$ cat src/rtl/usb_role_fsm.sv
module usb_role_fsm #(
  parameter int CLK_PER_MS = 125000,
  parameter int SLOW_MS    = 1000,
  parameter int FAST_MS    = 2,
  parameter int RDY_CYCLES = 16
) (
  input  logic       clk,
  input  logic       rst_n,
  input  logic       cmd_valid,
  input  logic [5:0] cmd,
  input  logic       sim_fast,
  input  logic       vbus_ok,
  output logic       not_ready,
  output logic       host_ready,
  output logic       dev_ready,
  output logic [5:0] state_word
);
  localparam int SLOW_N = SLOW_MS * CLK_PER_MS;
  localparam int FAST_N = FAST_MS * CLK_PER_MS;
  localparam int CW = $clog2(SLOW_N + 1);
  localparam int RW = $clog2(RDY_CYCLES + 1);
  localparam logic [CW-1:0] SLOW_LD = CW'(SLOW_N - 1);
  localparam logic [CW-1:0] FAST_LD = CW'(FAST_N - 1);
  localparam logic [CW-1:0] FAST_LIM = CW'(FAST_N);

  typedef enum logic [2:0] {S_IDLE, S_HOST, S_DWAIT, S_DEV, S_SETTLE} st_t;

  st_t           state;
  logic [CW-1:0] cnt;
  logic [RW-1:0] rdy_cnt;
  logic          from_host, settle_fast, pend_h, pend_d;
  logic          wr, req_h, req_d, desel;
  logic [2:0]    host_code, dev_code;

  assign wr    = cmd_valid && !not_ready;
  assign req_h = wr && cmd[0];
  assign req_d = wr && cmd[1];
  assign desel = wr && (&cmd[5:2]);

  always_ff @(posedge clk) begin
    if (!rst_n) begin
      not_ready <= 1'b1;
      rdy_cnt   <= '0;
    end else if (not_ready) begin
      if (rdy_cnt == RW'(RDY_CYCLES - 1)) not_ready <= 1'b0;
      else rdy_cnt <= rdy_cnt + 1'b1;
    end
  end

  always_ff @(posedge clk) begin
    if (!rst_n) begin
      state       <= S_IDLE;
      cnt         <= '0;
      from_host   <= 1'b0;
      settle_fast <= 1'b0;
      pend_h      <= 1'b0;
      pend_d      <= 1'b0;
    end else begin
      case (state)
        S_IDLE:
          if (req_h) state <= S_HOST;
          else if (req_d) state <= S_DWAIT;
        S_HOST, S_DWAIT, S_DEV:
          if (desel) begin
            state       <= S_SETTLE;
            from_host   <= (state == S_HOST);
            settle_fast <= sim_fast;
            cnt         <= sim_fast ? FAST_LD : SLOW_LD;
            pend_h      <= 1'b0;
            pend_d      <= 1'b0;
          end else if (state == S_DWAIT && vbus_ok) state <= S_DEV;
          else if (state == S_DEV && !vbus_ok) state <= S_DWAIT;
        S_SETTLE:
          if (cnt == '0) begin
            if (pend_h || req_h) state <= S_HOST;
            else if (pend_d || req_d) state <= S_DWAIT;
            else state <= S_IDLE;
            pend_h <= 1'b0;
            pend_d <= 1'b0;
          end else begin
            cnt    <= cnt - 1'b1;
            pend_h <= pend_h | req_h;
            pend_d <= pend_d | req_d;
          end
        default: state <= S_IDLE;
      endcase
    end
  end

  assign host_ready = (state == S_HOST);
  assign dev_ready  = (state == S_DEV);

  always_comb begin
    host_code = 3'd0;
    dev_code  = 3'd0;
    case (state)
      S_HOST:   host_code = 3'd1;
      S_DWAIT:  dev_code  = 3'd1;
      S_DEV:    dev_code  = 3'd2;
      S_SETTLE: if (from_host) host_code = 3'd2; else dev_code = 3'd3;
      default:  ;
    endcase
  end

  assign state_word = {host_code, dev_code};

  AST_READY_EXCL: assert property (@(posedge clk) disable iff (!rst_n)
    !(host_ready && dev_ready));
  AST_NRDY_IDLE: assert property (@(posedge clk) disable iff (!rst_n)
    not_ready |-> state == S_IDLE);
  AST_SETTLE_HOLD: assert property (@(posedge clk) disable iff (!rst_n)
    (state == S_SETTLE && cnt != '0) |=> state == S_SETTLE);
  AST_FAST_BOUND: assert property (@(posedge clk) disable iff (!rst_n)
    (state == S_SETTLE && settle_fast) |-> cnt < FAST_LIM);
  AST_HOST_ENTRY: assert property (@(posedge clk) disable iff (!rst_n)
    $rose(host_ready) |-> ($past(state) == S_IDLE ||
                           ($past(state) == S_SETTLE && $past(cnt) == '0)));
endmodule

$ cat config.mk
export PLATFORM = sky130hd
export DESIGN_NAME = usb_role_fsm
export DESIGN_NICKNAME = d
export VERILOG_FILES = /design/src/rtl/usb_role_fsm.sv
export SDC_FILE = /design/constraint.sdc
export NUM_CORES = 1
export LEC_CHECK = 0
export BUFFER_PORTS_ARGS = -buffer_cell sky130_fd_sc_hd__clkbuf_2
export CORE_ASPECT_RATIO = 0.75
export CORE_MARGIN = 5
export CORE_UTILIZATION = 50
export CTS_BUF_LIST = sky130_fd_sc_hd__clkbuf_4
export CTS_CLUSTER_SIZE = 30
export DETAILED_ROUTE_END_ITERATION = 12
export PLACE_DENSITY = 0.66
export SYNTH_ARGS = -nofsm -noshare
export SYNTH_HDL_FRONTEND = slang
export SYNTH_SLANG_ARGS = --single-unit
$ cat constraint.sdc
create_clock -name clk -period 6.9 [get_ports clk]
set_clock_uncertainty 0.2 [all_clocks]
set_input_delay 0.69 -clock clk [delete_from_list [all_inputs] [get_ports clk]]
set_output_delay 0.69 -clock clk [all_outputs]
set_load 0.1 [all_outputs]
# == Word level (Yosys, flattened, before mapping) ==
# Cells that the tools add are included.
# totals
ff_bits,39
latch_bits,0
mem_bits_rw,0
romBits,0
word_cells,66
mem_count,0
# classes
add_sub_neg,2
n_mul,0
div,0
order_cmp,0
eq_ne,10
shifts,0
n_mux,24
bitwise_logic,3
n_reduce_logical,20
# op_table
op,n
27-bit two-way mux,3
27-bit case mux with 2 select lines,1
27-bit logical NOT,1
"27-bit by 1-bit subtractor with 27-bit output, second input constant",1
3-bit two-way mux,6
3-bit case mux with 3 select lines,1
2-bit two-way mux,4
"3-bit by 2-bit == test with 1-bit output, second input constant",2
1-bit logical AND,6
"2-bit inequality test, second input constant",3
2-bit case mux with 3 select lines,1
2-bit AND reduction,3
3-bit AND reduction,2
"5-bit by 1-bit adder with 5-bit output, second input constant",1
"5-bit by 4-bit == test with 1-bit output, second input constant",1
1-bit two-way mux,5
"4-bit inequality test, second input constant",1
1-bit case mux with 2 select lines,2
2-bit case mux with 2 select lines,1
4-bit AND reduction,1
"3-bit by 1-bit == test with 1-bit output, second input constant",1
"3-bit == test, second input constant",1
3-bit logical NOT,1
"3-bit inequality test, second input constant",1
other kinds (6),9

# == Depth between registers and ports, before layout ==
# depth
ltp_word,8
depth_mapped,8
ltp_nobuf,7

# == Worst setup path before layout ==
# No wires, ideal clock.
# synth_path
path_type,register to output
startpoint,register state[0]
endpoint,output host_ready
arrival_ns,2.847
required_time_ns,6.010
path_slack_ns,3.163
path_stages_with_launch,3
n_path_buf,1
cell_sequence,dfxtp_1 clkbuf_1 nor3b_1
# synth_between
elab_chain_len,1
# synth_lines
item,line,text
"start, declared",28,st_t state;
"start signal, assigned",52,state <= S_IDLE;
"start signal, assigned",61,if (req_h) state <= S_HOST;
"start signal, assigned",62,else if (req_d) state <= S_DWAIT;
3-bit by 1-bit == test with 1-bit output,90,assign host_ready = (state == S_HOST);
"end, declared",14,"output logic host_ready,"
# Every way passes these cells.

# == Worst setup path after layout ==
# layout_path
startpoint,register state[2]
endpoint,output state_word[4]
# layout_between
elab_chain_len,2
# layout_lines
item,line,text
3-bit == test / 3-bit by 1-bit == test with 1-bit output (equally long branches),96,case (state)
2-bit case mux with 2 select lines *,96,
"end, declared",16,output logic [5:0] state_word
# Every way passes the cells marked *; elsewhere a longest branch is shown, timed or not.

==> metrics <==
CTS clk-pin slew, worst paths=approximately 0.12 ns; CTS buffer count=5; Slowest cell on crit path=nor3b_1; Pleak=roughly 0.00087 uW; max cap viols=0; DR pass1 iterations=6; DRT iter0 DRCs=between 150 and 200; slowest cell delay on critical path=~0.89 ns; Post-DP HPWL=about 3800 um; ant diodes=0; CP required=about 6 ns; DR vias/cell=roughly 6.0; Initial Utilization=0.509; die width=87.4 um; filler instances=around 460; Die Y=68.0 um; Netlist cell types=52; GRT overflow=0; Slew Limit Fails=0; share of cells above drive strength 1=0.114; Warnings, synthesis=0; DRC Markers=0; maximum VDD drop=0.126 mV; startpoint types=flop; max_slew headroom=0.296; Post-CTS Setup Inserts=0; vias in the first global route=approximately 1800; placed cell count=approximately 340; # rows=21; GP Congestion=0.809; Hold Violations, Final=0; first-pass GRT wire length=just under 9000 um; dpl ws=about 3.8 ns; # IOs=20; Clock Tree Root=clkbuf_4; clk sinks=39; Pwr per Cell Area=189 nW/um2; final setup vio count=0; non-filler cells, final=347; Worst Path Arrival=approximately 2.5 ns; leading cell type in the layout, fill and taps excluded=dfxtp_1; FF+latch count, synth=39; nets@finish=303; Final WS setup=3.56 ns; worst-path cell chain=nor3b_1 > and2_1 > clkbuf_2; Routed Antenna Nets=0; sequential element share of the synthesized area=0.348; Tightest Pin Transition=about 1.1 ns; gr usage total=0.195; antenna violations before repair=0; Synth async-reset ratio=0; fmax=300 MHz; Cells after Synth=around 280; # port buffers=17; H-tree depth=2; Cell Area, Synth=approximately 2200 um2; Final Critical Period=roughly 3.3 ns; pin count of the biggest net entering global routing=29; Crit. End Element=primary output; setup TNS=0 ns; die area=~6000 um2; cts hold-fix bufs=0; CP Buf/Inv Count=1; post-DR wirelength/cell=about 15 um; Synth Flop Type=dfxtp_1; Worst Hold Class=flop to flop; post-cts repair resize count=0; Area Overhead vs Synth=6.24%; clock tree buffer depth=2; via count=between 2000 and 2500; Hold Slack=0.273 ns; number of flops mapped to enable cells by yosys=0; critical path fanouts, max=10; CP Class=flop to primary output; Tcrit/Tclk final=0.484; Worst path top cell family by delay=simple AND/OR/NAND/NOR gates; syn_area_per_cell=between 7 and 8 um2; outcome=complete, no violations; worst skew pair latency=roughly 0.35 ns; RSZ-0062 raised after global routing=false; DRT Wirelength=~5300 um; CTS tree=done; most frequent cells in the layout=dfxtp_1, nor2_1, a21oi_1; core area=roughly 4400 um2
cells in the mapped netlist (2+ instances only):
cell / number / share of area
o22ai_1: 3 / 0.0084
ha_1: 3 / 0.017
nand2_1: 19 / 0.032
o211ai_1: 6 / 0.020
mux2i_1: 5 / 0.022
o31ai_4: 2 / 0.019
a41o_1: 2 / 0.0089
xnor2_1: 2 / 0.0078
or4_1: 8 / 0.027
or3_1: 9 / 0.025
buf_2: 2 / 0.0045
nand2b_1: 3 / 0.0084
nand4_1: 3 / 0.0084
nor3_1: 9 / 0.020
and2_1: 3 / 0.0084
nor2b_1: 4 / 0.011
nand3_1: 8 / 0.018
inv_1: 8 / 0.013
dfxtp_1: 39 / 0.35
a31oi_1: 10 / 0.028
buf_4: 4 / 0.013
a211oi_1: 2 / 0.0067
o21bai_1: 2 / 0.0067
o21ai_1: 8 / 0.018
nor3b_1: 3 / 0.010
o31ai_1: 10 / 0.033
nor4_1: 5 / 0.014
a22oi_1: 2 / 0.0067
or2_2: 4 / 0.011
a21oi_1: 24 / 0.054
o21ai_0: 8 / 0.018
nor2_1: 28 / 0.047
xor2_1: 5 / 0.020
clkbuf_1: 12 / 0.020
kinds of logic (layout without fill, tap and decap cells):
kind of cell,count (synthesis),after routing,synth area share
fa+ha+maj,3,3,0.0167
compound gates,87,87,0.260
other cells,1,2,0.00167
buf+inv,28,34,0.0580
xor+xnor,7,7,0.0273
flops,39,39,0.348
mux,5,5,0.0223
simple gates,113,113,0.266
registers in the layout, indices dropped and copies added, names as in the netlist:
register	cells
cnt	27
rdy_cnt	5
state	3
from_host	1
not_ready	1
pend_d	1
pend_h	1
layout make-up:
| class | count | area (um2) | area share |
|---|---|---|---|
| multi-input cells | 217 | 1340 | 0.561 |
| repair buffers | 17 | 85.1 | 0.0357 |
| inverters | 9 | 33.8 | 0.0142 |
| clock inverters | 3 | 38.8 | 0.0163 |
| well taps | 57 | 71.3 | 0.0299 |
| clock buffers | 5 | 37.5 | 0.0157 |
| flip-flops and latches | 39 | 781 | 0.327 |
layer usage:
layer,vias up,share of wire,track usage
met2,54,0.41,0.277
li1,1062,-,-
met4,0,0.017,0.0862
met5,-,0,0
met3,10,0.073,0.0373
met1,961,0.50,0.283
through the flow:
stage               instance area, um2  utilization  total power [uW]
global route                      2380        0.540               470
floorplan                         2250            -               291
global placement                  2310        0.523               302
finish                            2380        0.540               451
CTS                               2380        0.540               455
detailed placement                2310        0.523               303
report_power, final:
part	internal [uW]	switching [uW]
clock	74.5	78.5
combinational	17.2	44.7
sequential	229	7.08
worst min-delay path, stage by stage (launching register included):
cell,delay (ns)
dfxtp_1,0.33
nand2_1,0.05
mux2i_1,0.05
worst paths after layout:
path | startpoint | end | slack [ns] | cells past startpoint
min | cnt[19]$_SDFFE_PN0P_ | cnt[19]$_SDFFE_PN0P_ | 0.27 | 2
max | state[2]$_SDFFE_PN0P_ | state_word[4] | 3.56 | 3
max reg2reg | cnt[0]$_SDFFE_PN0P_ | cnt[15]$_SDFFE_PN0P_ | 3.68 | 7
min reg2reg | cnt[19]$_SDFFE_PN0P_ | cnt[19]$_SDFFE_PN0P_ | 0.27 | 2
No activity file was read; power rests on OpenSTA's default activity.
